File: src/rtl/segpt_pkg.sv
package segpt_pkg;
    localparam int VA_W     = 32;
    localparam int OFS_W    = 9;
    localparam int SEG_W    = 2;
    localparam int IDX_W    = VA_W - OFS_W - SEG_W;
    localparam int PFN_W    = 21;
    localparam int PA_W     = PFN_W + OFS_W;
    localparam int NSEG     = 3;
    localparam int ENT_SH   = 2;
    localparam int SEL_W    = 3;
    localparam int MODE_W   = 2;
    localparam int PROT_W   = 4;
    localparam int PROT_MAX = 3;

    typedef enum logic [SEG_W-1:0] {
        SEG_UA  = 2'd0,
        SEG_UB  = 2'd1,
        SEG_SYS = 2'd2,
        SEG_BAD = 2'd3
    } seg_e;

    typedef enum logic [1:0] {
        FLT_NONE = 2'd0,
        FLT_LEN  = 2'd1,
        FLT_INV  = 2'd2,
        FLT_PROT = 2'd3
    } fault_e;

    typedef enum logic [1:0] {
        ST_IDLE = 2'd0,
        ST_WSYS = 2'd1,
        ST_WFIN = 2'd2
    } st_e;

    typedef struct packed {
        logic              valid;
        logic [PROT_W-1:0] prot;
        logic              modify;
        logic [4:0]        sw;
        logic [PFN_W-1:0]  pfn;
    } pte_t;

    typedef struct packed {
        logic [VA_W-1:0] base;
        logic [VA_W-1:0] bound;
    } segreg_t;

    function automatic logic access_ok(input logic [PROT_W-1:0] prot,
                                       input logic [MODE_W-1:0] mode);
        return (prot <= PROT_W'(PROT_MAX)) && (PROT_W'(mode) <= prot);
    endfunction

    function automatic logic [VA_W-1:0] entry_addr(input logic [VA_W-1:0] base,
                                                   input logic [IDX_W-1:0] idx);
        return base + (VA_W'(idx) << ENT_SH);
    endfunction
endpackage

File: src/rtl/segpt_regs.sv
module segpt_regs
    import segpt_pkg::*;
#(
    parameter int N = NSEG
) (
    input  logic                  clk,
    input  logic                  rst,
    input  logic                  wr_en,
    input  logic [SEL_W-1:0]      wr_sel,
    input  logic [VA_W-1:0]       wr_data,
    output segreg_t [N-1:0]       regs_o
);
    for (genvar g = 0; g < N; g++) begin : g_seg
        always_ff @(posedge clk) begin
            if (rst) begin
                regs_o[g] <= '0;
            end else if (wr_en && (wr_sel[SEL_W-1:1] == (SEL_W-1)'(g))) begin
                if (wr_sel[0]) regs_o[g].bound <= wr_data;
                else           regs_o[g].base  <= wr_data;
            end
        end
    end
endmodule

File: src/rtl/segpt_segchk.sv
module segpt_segchk
    import segpt_pkg::*;
#(
    parameter int N = NSEG
) (
    input  logic [VA_W-1:0]  va_i,
    input  segreg_t [N-1:0]  regs_i,
    output seg_e             seg_o,
    output logic             in_bounds_o,
    output logic             user_o,
    output logic [VA_W-1:0]  ent_addr_o
);
    logic [IDX_W-1:0] idx;
    segreg_t          sel;

    assign seg_o = seg_e'(va_i[VA_W-1 -: SEG_W]);
    assign idx   = va_i[OFS_W +: IDX_W];

    always_comb begin
        sel = '0;
        for (int s = 0; s < N; s++) begin
            if (va_i[VA_W-1 -: SEG_W] == SEG_W'(s)) sel = regs_i[s];
        end
    end

    assign in_bounds_o = (seg_o != SEG_BAD) && (VA_W'(idx) < sel.bound);
    assign user_o      = (seg_o == SEG_UA) || (seg_o == SEG_UB);
    assign ent_addr_o  = entry_addr(sel.base, idx);
endmodule

File: src/rtl/segpt_pte_eval.sv
module segpt_pte_eval
    import segpt_pkg::*;
(
    input  logic [VA_W-1:0]    ent_i,
    input  logic [MODE_W-1:0]  mode_i,
    input  logic               chk_prot_i,
    output fault_e             fault_o,
    output logic [PFN_W-1:0]   pfn_o
);
    pte_t p;
    assign p     = pte_t'(ent_i);
    assign pfn_o = p.pfn;

    always_comb begin
        if (!p.valid)                                 fault_o = FLT_INV;
        else if (chk_prot_i && !access_ok(p.prot, mode_i)) fault_o = FLT_PROT;
        else                                          fault_o = FLT_NONE;
    end
endmodule

File: src/rtl/segpt_walker.sv
module segpt_walker
    import segpt_pkg::*;
(
    input  logic              clk,
    input  logic              rst,
    input  logic              req_valid,
    input  logic [31:0]       req_vaddr,
    input  logic [1:0]        req_mode,
    output logic              busy,
    input  logic              reg_wr,
    input  logic [2:0]        reg_sel,
    input  logic [31:0]       reg_wdata,
    output logic              mem_req,
    output logic [31:0]       mem_addr,
    input  logic              mem_rvalid,
    input  logic [31:0]       mem_rdata,
    output logic              done,
    output logic [1:0]        fault,
    output logic [29:0]       paddr
);
    st_e               state;
    segreg_t [NSEG-1:0] regs;

    seg_e              v_seg, n_seg;
    logic              v_inb, v_user, n_inb, n_user;
    logic [VA_W-1:0]   v_ent, n_ent;
    fault_e            e_fault;
    logic [PFN_W-1:0]  e_pfn;

    logic [OFS_W-1:0]  vofs_q, uofs_q;
    logic [MODE_W-1:0] mode_q;
    logic              done_q, mreq_q;
    fault_e            fault_q;
    logic [PA_W-1:0]   paddr_q;
    logic [VA_W-1:0]   maddr_q;

    segpt_regs #(.N(NSEG)) u_regs (
        .clk     (clk),
        .rst     (rst),
        .wr_en   (reg_wr && (state == ST_IDLE)),
        .wr_sel  (reg_sel),
        .wr_data (reg_wdata),
        .regs_o  (regs)
    );

    // first stage: region decode of the request itself
    segpt_segchk #(.N(NSEG)) u_vchk (
        .va_i        (req_vaddr),
        .regs_i      (regs),
        .seg_o       (v_seg),
        .in_bounds_o (v_inb),
        .user_o      (v_user),
        .ent_addr_o  (v_ent)
    );

    // nested stage: the user entry address is itself a system virtual address
    segpt_segchk #(.N(NSEG)) u_nchk (
        .va_i        (v_ent),
        .regs_i      (regs),
        .seg_o       (n_seg),
        .in_bounds_o (n_inb),
        .user_o      (n_user),
        .ent_addr_o  (n_ent)
    );

    segpt_pte_eval u_eval (
        .ent_i      (mem_rdata),
        .mode_i     (mode_q),
        .chk_prot_i (state == ST_WFIN),
        .fault_o    (e_fault),
        .pfn_o      (e_pfn)
    );

    always_ff @(posedge clk) begin
        if (rst) begin
            state   <= ST_IDLE;
            done_q  <= 1'b0;
            fault_q <= FLT_NONE;
            paddr_q <= '0;
            mreq_q  <= 1'b0;
            maddr_q <= '0;
            vofs_q  <= '0;
            uofs_q  <= '0;
            mode_q  <= '0;
        end else begin
            done_q  <= 1'b0;
            fault_q <= FLT_NONE;
            paddr_q <= '0;
            mreq_q  <= 1'b0;
            unique case (state)
                ST_IDLE: begin
                    if (req_valid) begin
                        vofs_q <= req_vaddr[OFS_W-1:0];
                        mode_q <= req_mode;
                        if (!v_inb) begin
                            done_q  <= 1'b1;
                            fault_q <= FLT_LEN;
                        end else if (!v_user) begin
                            mreq_q  <= 1'b1;
                            maddr_q <= v_ent;
                            state   <= ST_WFIN;
                        end else if (!n_inb || (n_seg != SEG_SYS) || n_user) begin
                            done_q  <= 1'b1;
                            fault_q <= FLT_LEN;
                        end else begin
                            mreq_q  <= 1'b1;
                            maddr_q <= n_ent;
                            uofs_q  <= v_ent[OFS_W-1:0];
                            state   <= ST_WSYS;
                        end
                    end
                end
                ST_WSYS: begin
                    if (mem_rvalid) begin
                        if (e_fault != FLT_NONE) begin
                            done_q  <= 1'b1;
                            fault_q <= e_fault;
                            state   <= ST_IDLE;
                        end else begin
                            mreq_q  <= 1'b1;
                            maddr_q <= {{(VA_W-PA_W){1'b0}}, e_pfn, uofs_q};
                            state   <= ST_WFIN;
                        end
                    end
                end
                ST_WFIN: begin
                    if (mem_rvalid) begin
                        done_q  <= 1'b1;
                        fault_q <= e_fault;
                        if (e_fault == FLT_NONE) paddr_q <= {e_pfn, vofs_q};
                        state   <= ST_IDLE;
                    end
                end
                default: state <= ST_IDLE;
            endcase
        end
    end

    assign busy     = (state != ST_IDLE);
    assign mem_req  = mreq_q;
    assign mem_addr = maddr_q;
    assign done     = done_q;
    assign fault    = fault_q;
    assign paddr    = paddr_q;
endmodule

File: config.mk
export PLATFORM = sky130hd
export DESIGN_NAME = segpt_walker
export DESIGN_NICKNAME = d
export VERILOG_FILES = /design/src/rtl/segpt_pkg.sv /design/src/rtl/segpt_regs.sv /design/src/rtl/segpt_segchk.sv /design/src/rtl/segpt_pte_eval.sv /design/src/rtl/segpt_walker.sv
export SDC_FILE = /design/constraint.sdc
export NUM_CORES = 1
export LEC_CHECK = 0
export BUFFER_PORTS_ARGS = -buffer_cell sky130_fd_sc_hd__buf_2
export CORE_MARGIN = 5
export CORE_UTILIZATION = 26
export CTS_CLUSTER_DIAMETER = 40
export CTS_CLUSTER_SIZE = 12
export DETAILED_ROUTE_END_ITERATION = 8
export SLEW_MARGIN = 30
export SYNTH_ARGS = -nofsm -noshare
export SYNTH_HDL_FRONTEND = slang
export SYNTH_HIERARCHICAL = 1
export SYNTH_SLANG_ARGS = --single-unit
File: constraint.sdc
create_clock -name clk -period 7.9 [get_ports clk]
set_input_delay 0.395 -clock clk [delete_from_list [all_inputs] [get_ports clk]]
set_output_delay 0.395 -clock clk [all_outputs]
set_load 0.05 [all_outputs]
==> qor.log, run 1 <==
qor: status.status finished clean
qor: timing.final-hold-violation-count 0
qor: setup_path.path_buf_inv 4
qor: timing.drv_slew 0
qor: final_layout.nFillCells 7080
qor: setup_path.critPathCaptureType flop
qor: cts.cts_hold_buf 0
qor: route.drcViolationCount 0
qor: timing.finalCritPeriodShare 87.07%
qor: setup_path.setup.worst_path.class in -> reg
qor: final_layout.fin_nets 2237
qor: floorplan.design.portCount 173
qor: place.gp_routability_congestion 0.8637
qor: logic_synthesis.syn_area_per_cell 8.998 um2
qor: setup_path.timing.rr.start u_regs/regs_o[98]$_SDFFE_PP0P_
qor: cts.postCtsSetupBuffers 0
qor: global_routing.grt_start_max_net_pins 202
qor: timing.unrepaired_setup_endpoints_after_global_routing no
qor: hold_path.worstHoldEndpoint paddr[25]$_SDFF_PP0_
qor: floorplan.coreArea 67040 um2
qor: route.final_antenna_net_count 0
qor: cts.clock_latency 0.58 ns
qor: cts.tritoncts built
qor: floorplan.num_rows 95
qor: setup_path.critical_path.most_common_cell sky130_fd_sc_hd__a21oi_1
qor: cts.root_buffer sky130_fd_sc_hd__clkbuf_16
qor: logic_synthesis.post_synthesis_instance_area 17540 um2
qor: route.firstDrtPassIters 5
qor: hold_path.hold_class in -> reg
qor: route.drtIter0Drc 1001
qor: global_routing.grt_pass1_vias 14078
qor: timing.finalWorstSetupSlack 1.021 ns
qor: setup_path.cp.required 8.41 ns
qor: place.post_place_worst_slack 0.5495 ns
qor: place.port_buffers 166
qor: cts.inserted_clock_buffers 50
qor: setup_path.crit_path_max_fanout 32
qor: cts.cts.clk_slew.worst_paths 0.06 ns
qor: cts.clock_path_buffers 3
qor: floorplan.dieArea 72750 um2
qor: final_layout.postLayoutCoreUtil 31.10%
qor: pwr.p_leak 0.009140 uW
qor: setup_path.cp_slowest_cell sky130_fd_sc_hd__o31ai_1
qor: setup_path.worst_r2r_endpoint mem_addr[25]$_SDFFE_PP0P_
qor: pwr.power_density 198.8 nW/um2
qor: logic_synthesis.post_synth_inst_count 1949
qor: pwr.vdd_drop_max 0.0001553 V
qor: global_routing.global_route_wire_length_before_repair 83480 um
qor: timing.worst_max_slew_pin_slew 0.9365 ns
qor: cts.cts_htree_levels 2
qor: timing.finalWorstPathRequiredPeriod 6.879 ns
qor: timing.slew_headroom 37.57%
qor: global_routing.gr-total-overflow 0
qor: setup_path.critical_path_arrival 7.39 ns
qor: global_routing.track_usage 14.24%
qor: hold_path.worstHoldStart mem_rdata[16]
qor: setup_path.cp-start-kind input port
qor: final_layout.area.growth.synth_to_final 18.88%
qor: timing.finalSetupTns 0 ns
qor: timing.finalSetupViolCount 0
qor: floorplan.initial_utilization 26.16%
qor: floorplan.floorplan.die.width 269.7 um
qor: setup_path.max_stage_delay 0.62 ns
qor: route.drt-vias-per-instance 4.875
qor: floorplan.chipHeight 269.7 um
qor: cts.clock_sink_count 280
qor: flow_run.timing.max_cap.violations 0
qor: setup_path.timing.reg2reg.setup_slack 1.15 ns
qor: hold_path.worstHoldPathCells 2
qor: route.routed_wire_length_per_instance 18.23 um
qor: timing.achievable_freq 0.1454 GHz
qor: setup_path.reg2reg_depth 27
qor: global_routing.grt_antenna_before_repair 20
qor: setup_path.cp_top_family compound AO/OA/AOI/OAI gates
qor: logic_synthesis.yosysWarningCount 6
qor: route.routed-via-count 14475
qor: timing.finClkSkew 0.01573 ns
qor: final_layout.drive_gt1_share 17.31%
qor: cts.cells_resized_by_post_cts_repair 0
qor: logic_synthesis.synth_fp_nets 2141
qor: place.dpl.hpwl 37820 um
qor: route.drt-total-wl 54120 um
[layout make-up]
cell class                      count  area (um2)  share of cell area [%]
Tap cell                          873        1092                   5.239
Sequential cell                   280        5605                   26.88
Inverter                           23       86.33                  0.4141
Clock inverter                     33       342.8                   1.644
Clock buffer                       60        1383                   6.631
Multi-Input combinational cell   1493       11120                   53.32
Timing Repair Buffer              197        1197                   5.743
Antenna cell                       10       25.02                  0.1200
[placed cells by master (no fill, tap or decap), types with 5 or more instances in the layout]
master,instances
sky130_fd_sc_hd__a211oi_1,11
sky130_fd_sc_hd__a21o_1,26
sky130_fd_sc_hd__a21oi_1,144
sky130_fd_sc_hd__a31oi_1,13
sky130_fd_sc_hd__and2_1,37
sky130_fd_sc_hd__and3_1,12
sky130_fd_sc_hd__buf_12,10
sky130_fd_sc_hd__buf_2,164
sky130_fd_sc_hd__buf_4,22
sky130_fd_sc_hd__clkbuf_16,53
sky130_fd_sc_hd__clkinv_2,8
sky130_fd_sc_hd__clkinv_4,5
sky130_fd_sc_hd__dfxtp_1,280
sky130_fd_sc_hd__diode_2,10
sky130_fd_sc_hd__ha_1,84
sky130_fd_sc_hd__inv_1,21
sky130_fd_sc_hd__inv_6,6
sky130_fd_sc_hd__inv_8,9
sky130_fd_sc_hd__mux2i_1,335
sky130_fd_sc_hd__nand2_1,133
sky130_fd_sc_hd__nand2b_1,227
sky130_fd_sc_hd__nand3_1,53
sky130_fd_sc_hd__nand4_1,11
sky130_fd_sc_hd__nor2_1,85
sky130_fd_sc_hd__nor2b_1,7
sky130_fd_sc_hd__nor3_1,10
sky130_fd_sc_hd__nor4_1,19
sky130_fd_sc_hd__o211ai_1,10
sky130_fd_sc_hd__o21a_1,6
sky130_fd_sc_hd__o21ai_0,75
sky130_fd_sc_hd__o21ai_1,14
sky130_fd_sc_hd__o221ai_2,29
sky130_fd_sc_hd__xnor2_1,28
sky130_fd_sc_hd__xor2_1,17
[worst max path at each step]
stage                   from  slack [ns]                   endpoint  depth (start not counted)
6_report       req_vaddr[30]        1.02  mem_addr[25]$_SDFFE_PP0P_                         29
5_1_grt        req_vaddr[30]        0.58  mem_addr[18]$_SDFFE_PP0P_                         30
4_1_cts        req_vaddr[30]        1.12  mem_addr[25]$_SDFFE_PP0P_                         27
3_5_place_dp   req_vaddr[30]        0.55  mem_addr[25]$_SDFFE_PP0P_                         28
3_3_place_gp   req_vaddr[30]        0.56  mem_addr[25]$_SDFFE_PP0P_                         28
2_1_floorplan  req_vaddr[31]        1.16  mem_addr[24]$_SDFFE_PP0P_                         33
[report_power, final]
| group | internal [uW] | switching (uW) |
|---|---|---|
| Sequential | 1450 | 21.5 |
| Clock | 1380 | 821 |
| Combinational | 184 | 297 |
[routing by layer]
layer	vias to the layer above	track usage (%)	part of all wire [%]
li1	7169	-	-
met1	6866	19.40	47
met2	350	22.00	44
met3	72	4.872	7.7
met4	18	2.886	1.4
met5	-	0	0.20
[sequential cells by signal, summed over array words and instances, names as in the netlist]
| name | count |
|---|---|
| uofs_q | 9 |
| vofs_q | 9 |
| done | 1 |
| mem_req | 1 |
| mem_addr | 32 |
| fault | 2 |
| state | 2 |
| paddr | 30 |
| u_regs/regs_o | 192 |
| mode_q | 2 |
[metrics by stage]
| step | cell area [um2] | instances | hold WS (ns) | total power (uW) |
|---|---|---|---|---|
| finish | 20850 | 2969 | 0.04082 | 4145 |
| detailed placement | 19100 | 2866 | 0.4431 | 1975 |
| floorplan | 17540 | 1949 | 0.4296 | 1827 |
| global route | 20830 | 2959 | 0.02936 | 4305 |
| global placement | 19100 | 2866 | 0.4383 | 1971 |
| CTS | 20820 | 2959 | 0.003676 | 4189 |
Power figures use the tool's default switching activity.
==> run 2, diff against run 1 <==
RECOVER_POWER = 50   (was not set)
REMOVE_ABC_BUFFERS = 1   (was not set)
==> qor.log, run 2 (synthesis gave the netlist of run 1 again) <==
qor: floorplan.design.portCount 173
qor: route.drtIter0Drc 998
qor: cts.clock_sink_count 280
qor: pwr.p_leak 0.008680 uW
qor: route.drt-total-wl 54790 um
qor: setup_path.path_depth 28
qor: setup_path.timing.rr.start u_regs/regs_o[34]$_SDFFE_PP0P_
qor: route.routed_wire_length_per_instance 18.56 um
qor: hold_path.worstHoldPathCells 2
qor: global_routing.gr-total-overflow 0
qor: timing.worst_max_slew_pin_slew 3.751 ns
qor: timing.slew_headroom -150.1%
qor: setup_path.cp_top_family compound AO/OA/AOI/OAI gates
qor: pwr.clock_power_share 49.8%
qor: final_layout.final_cell_mix sky130_fd_sc_hd__mux2i_1, sky130_fd_sc_hd__dfxtp_1, sky130_fd_sc_hd__nand2b_1
qor: setup_path.critical_path_arrival 7.29 ns
qor: route.drt-vias-per-instance 4.869
qor: floorplan.dieArea 72750 um2
qor: cts.cts_hold_buf 0
qor: place.port_buffers 166
qor: pwr.combinationalPowerShare 12.5%
qor: floorplan.floorplan.die.width 269.7 um
qor: timing.finClkSkew 0.02807 ns
qor: final_layout.final_common_cell sky130_fd_sc_hd__mux2i_1
qor: timing.drv_slew 288
qor: pwr.internal_power 2807 uW
qor: floorplan.coreArea 67040 um2
qor: final_layout.largest_reg_flops 192
qor: setup_path.max_stage_delay 0.45 ns
qor: setup_path.cp.required 8.19 ns
qor: place.post_place_worst_slack 0.5557 ns
qor: route.final_antenna_net_count 0
qor: final_layout.nFillCells 7095
qor: pwr.swShare 27.80%
qor: timing.final-hold-violation-count 0
qor: pwr.power_density 190.1 nW/um2
qor: setup_path.crit_path_max_fanout 7
qor: route.drcViolationCount 0
qor: cts.postCtsSetupBuffers 0
qor: global_routing.grt_pass1_vias 13837
qor: flow_run.timing.max_cap.violations 3
qor: timing.unrepaired_setup_endpoints_after_global_routing no
qor: status.status complete, but fails checks
qor: timing.finalWorstPathRequiredPeriod 6.997 ns
qor: floorplan.num_rows 95
qor: status.failed_checks capacitance limit, slew limit
qor: timing.finalCritPeriodShare 88.57%
qor: cts.tritoncts built
qor: route.firstDrtPassIters 5
qor: timing.achievable_freq 0.1429 GHz
qor: global_routing.global_route_wire_length_before_repair 83570 um
qor: floorplan.chipHeight 269.7 um
qor: place.gp_routability_congestion 0.9056
qor: setup_path.critPathCaptureType flop
qor: setup_path.worst_setup_ep mem_addr[24]$_SDFFE_PP0P_
qor: global_routing.grt_antenna_before_repair 9
qor: cts.cts_htree_levels 2
qor: final_layout.registers.top_by_ff_count u_regs/regs_o
qor: route.routed-via-count 14374
qor: setup_path.crit_start u_regs/regs_o[34]$_SDFFE_PP0P_
qor: setup_path.reg2reg_depth 28
qor: cts.cells_resized_by_post_cts_repair 0
qor: cts.clock_latency 0.57 ns
qor: place.dpl.hpwl 39120 um
qor: cts.clock_path_buffers 3
qor: pwr.switching_power 1081 uW
qor: final_layout.drive_gt1_share 13.43%
qor: timing.finalWorstSetupSlack 0.9029 ns
qor: setup_path.path_buf_inv 3
qor: global_routing.grt_start_max_net_pins 107
qor: setup_path.worst_r2r_endpoint mem_addr[24]$_SDFFE_PP0P_
qor: timing.finalSetupViolCount 0
qor: setup_path.cp-start-kind flop
qor: setup_path.cp_slowest_cell sky130_fd_sc_hd__xnor2_2
qor: setup_path.timing.reg2reg.setup_slack 0.90 ns
qor: cts.cts.clk_slew.worst_paths 0.05 ns
qor: final_layout.fin_nets 2236
qor: cts.root_buffer sky130_fd_sc_hd__clkbuf_16
qor: pwr.power_frac_seq 37.8%
qor: final_layout.area.growth.synth_to_final 16.64%
qor: global_routing.track_usage 14.18%
qor: final_layout.instances_no_fill 2952
qor: cts.inserted_clock_buffers 43
qor: floorplan.initial_utilization 26.16%
qor: pwr.vdd_drop_max 0.0001202 V
qor: hold_path.hold_class in -> reg
qor: place.numPlacedInstances 2872
qor: setup_path.setup.worst_path.class reg -> reg
==> run 2: cell types whose count changed in the layout (fill, tap and decap cells not counted), sizes merged <==
| cell | delta |
|---|---|
| clkinvlp | +3 |
| bufinv | +1 |
| clkbuf | +60 |
| inv | -2 |
| clkinv | -7 |
| diode | -8 |
| buf | -64 |
==> run 2: worst min path at each step <==
stage | from | endpoint | slack, ns
6_report | mem_rdata[16] | paddr[25]$_SDFF_PP0_ | 0.06
5_1_grt | mem_rdata[16] | paddr[25]$_SDFF_PP0_ | 0.04
2_1_floorplan | vofs_q[0]$_SDFFE_PP0P_ | vofs_q[0]$_SDFFE_PP0P_ | 0.43
3_3_place_gp | vofs_q[2]$_SDFFE_PP0P_ | paddr[2]$_SDFF_PP0_ | 0.43
3_5_place_dp | vofs_q[2]$_SDFFE_PP0P_ | paddr[2]$_SDFF_PP0_ | 0.44
4_1_cts | mem_rdata[16] | paddr[25]$_SDFF_PP0_ | 0.03
==> run 2: power by group through the flow <==
stage	Combinational [uW]	Clock [uW]	Sequential [uW]
after CTS	483	1970	1470
after global routing	526	2040	1470
after floorplan	274	0	1520
after global placement	478	0	1500
final	485	1940	1470
after detailed placement	480	0	1500
==> run 2: worst register-to-register path: cells and delay by family (launching register included) <==
kind | cells | cell delay, ns
mux | 3 | 0.55
buf+inv | 3 | 0.54
xor+xnor | 1 | 0.45
fa+ha+maj | 4 | 1.29
simple gates | 4 | 0.68
compound gates | 13 | 2.85
flops | 1 | 0.37
==> run 2: metrics by stage <==
stage / utilization [%] / setup TNS [ns] / instance area (um2) / hold WS, ns / total power [uW]
global placement: 28.50 / 0 / 19100 / 0.4348 / 1975
CTS: 30.66 / 0 / 20560 / 0.02824 / 3925
detailed placement: 28.50 / 0 / 19100 / 0.4386 / 1978
floorplan: - / -278.74 / 16730 / 0.4257 / 1789
finish: 30.51 / 0 / 20460 / 0.05710 / 3888
global route: 30.51 / 0 / 20450 / 0.04234 / 4034
==> run 2: metal layers <==
layer	global-route usage (%)	vias to the layer above	routed length, um
met5	0	-	35
met3	3.352	79	3362
met1	19.16	6765	25610
met4	3.197	6	1041
li1	-	7145	-
met2	23.09	379	24740
==> run 2: layout make-up <==
class / instances / area (um2) / area share (%)
Tap cell: 873 / 1092 / 5.340
Antenna cell: 2 / 5.005 / 0.02447
Multi-Input combinational cell: 1493 / 11110 / 54.31
Timing Repair Buffer: 203 / 1104 / 5.395
Sequential cell: 280 / 5605 / 27.40
Clock buffer: 50 / 1124 / 5.493
Inverter: 23 / 86.33 / 0.4220
Clock inverter: 28 / 330.3 / 1.615
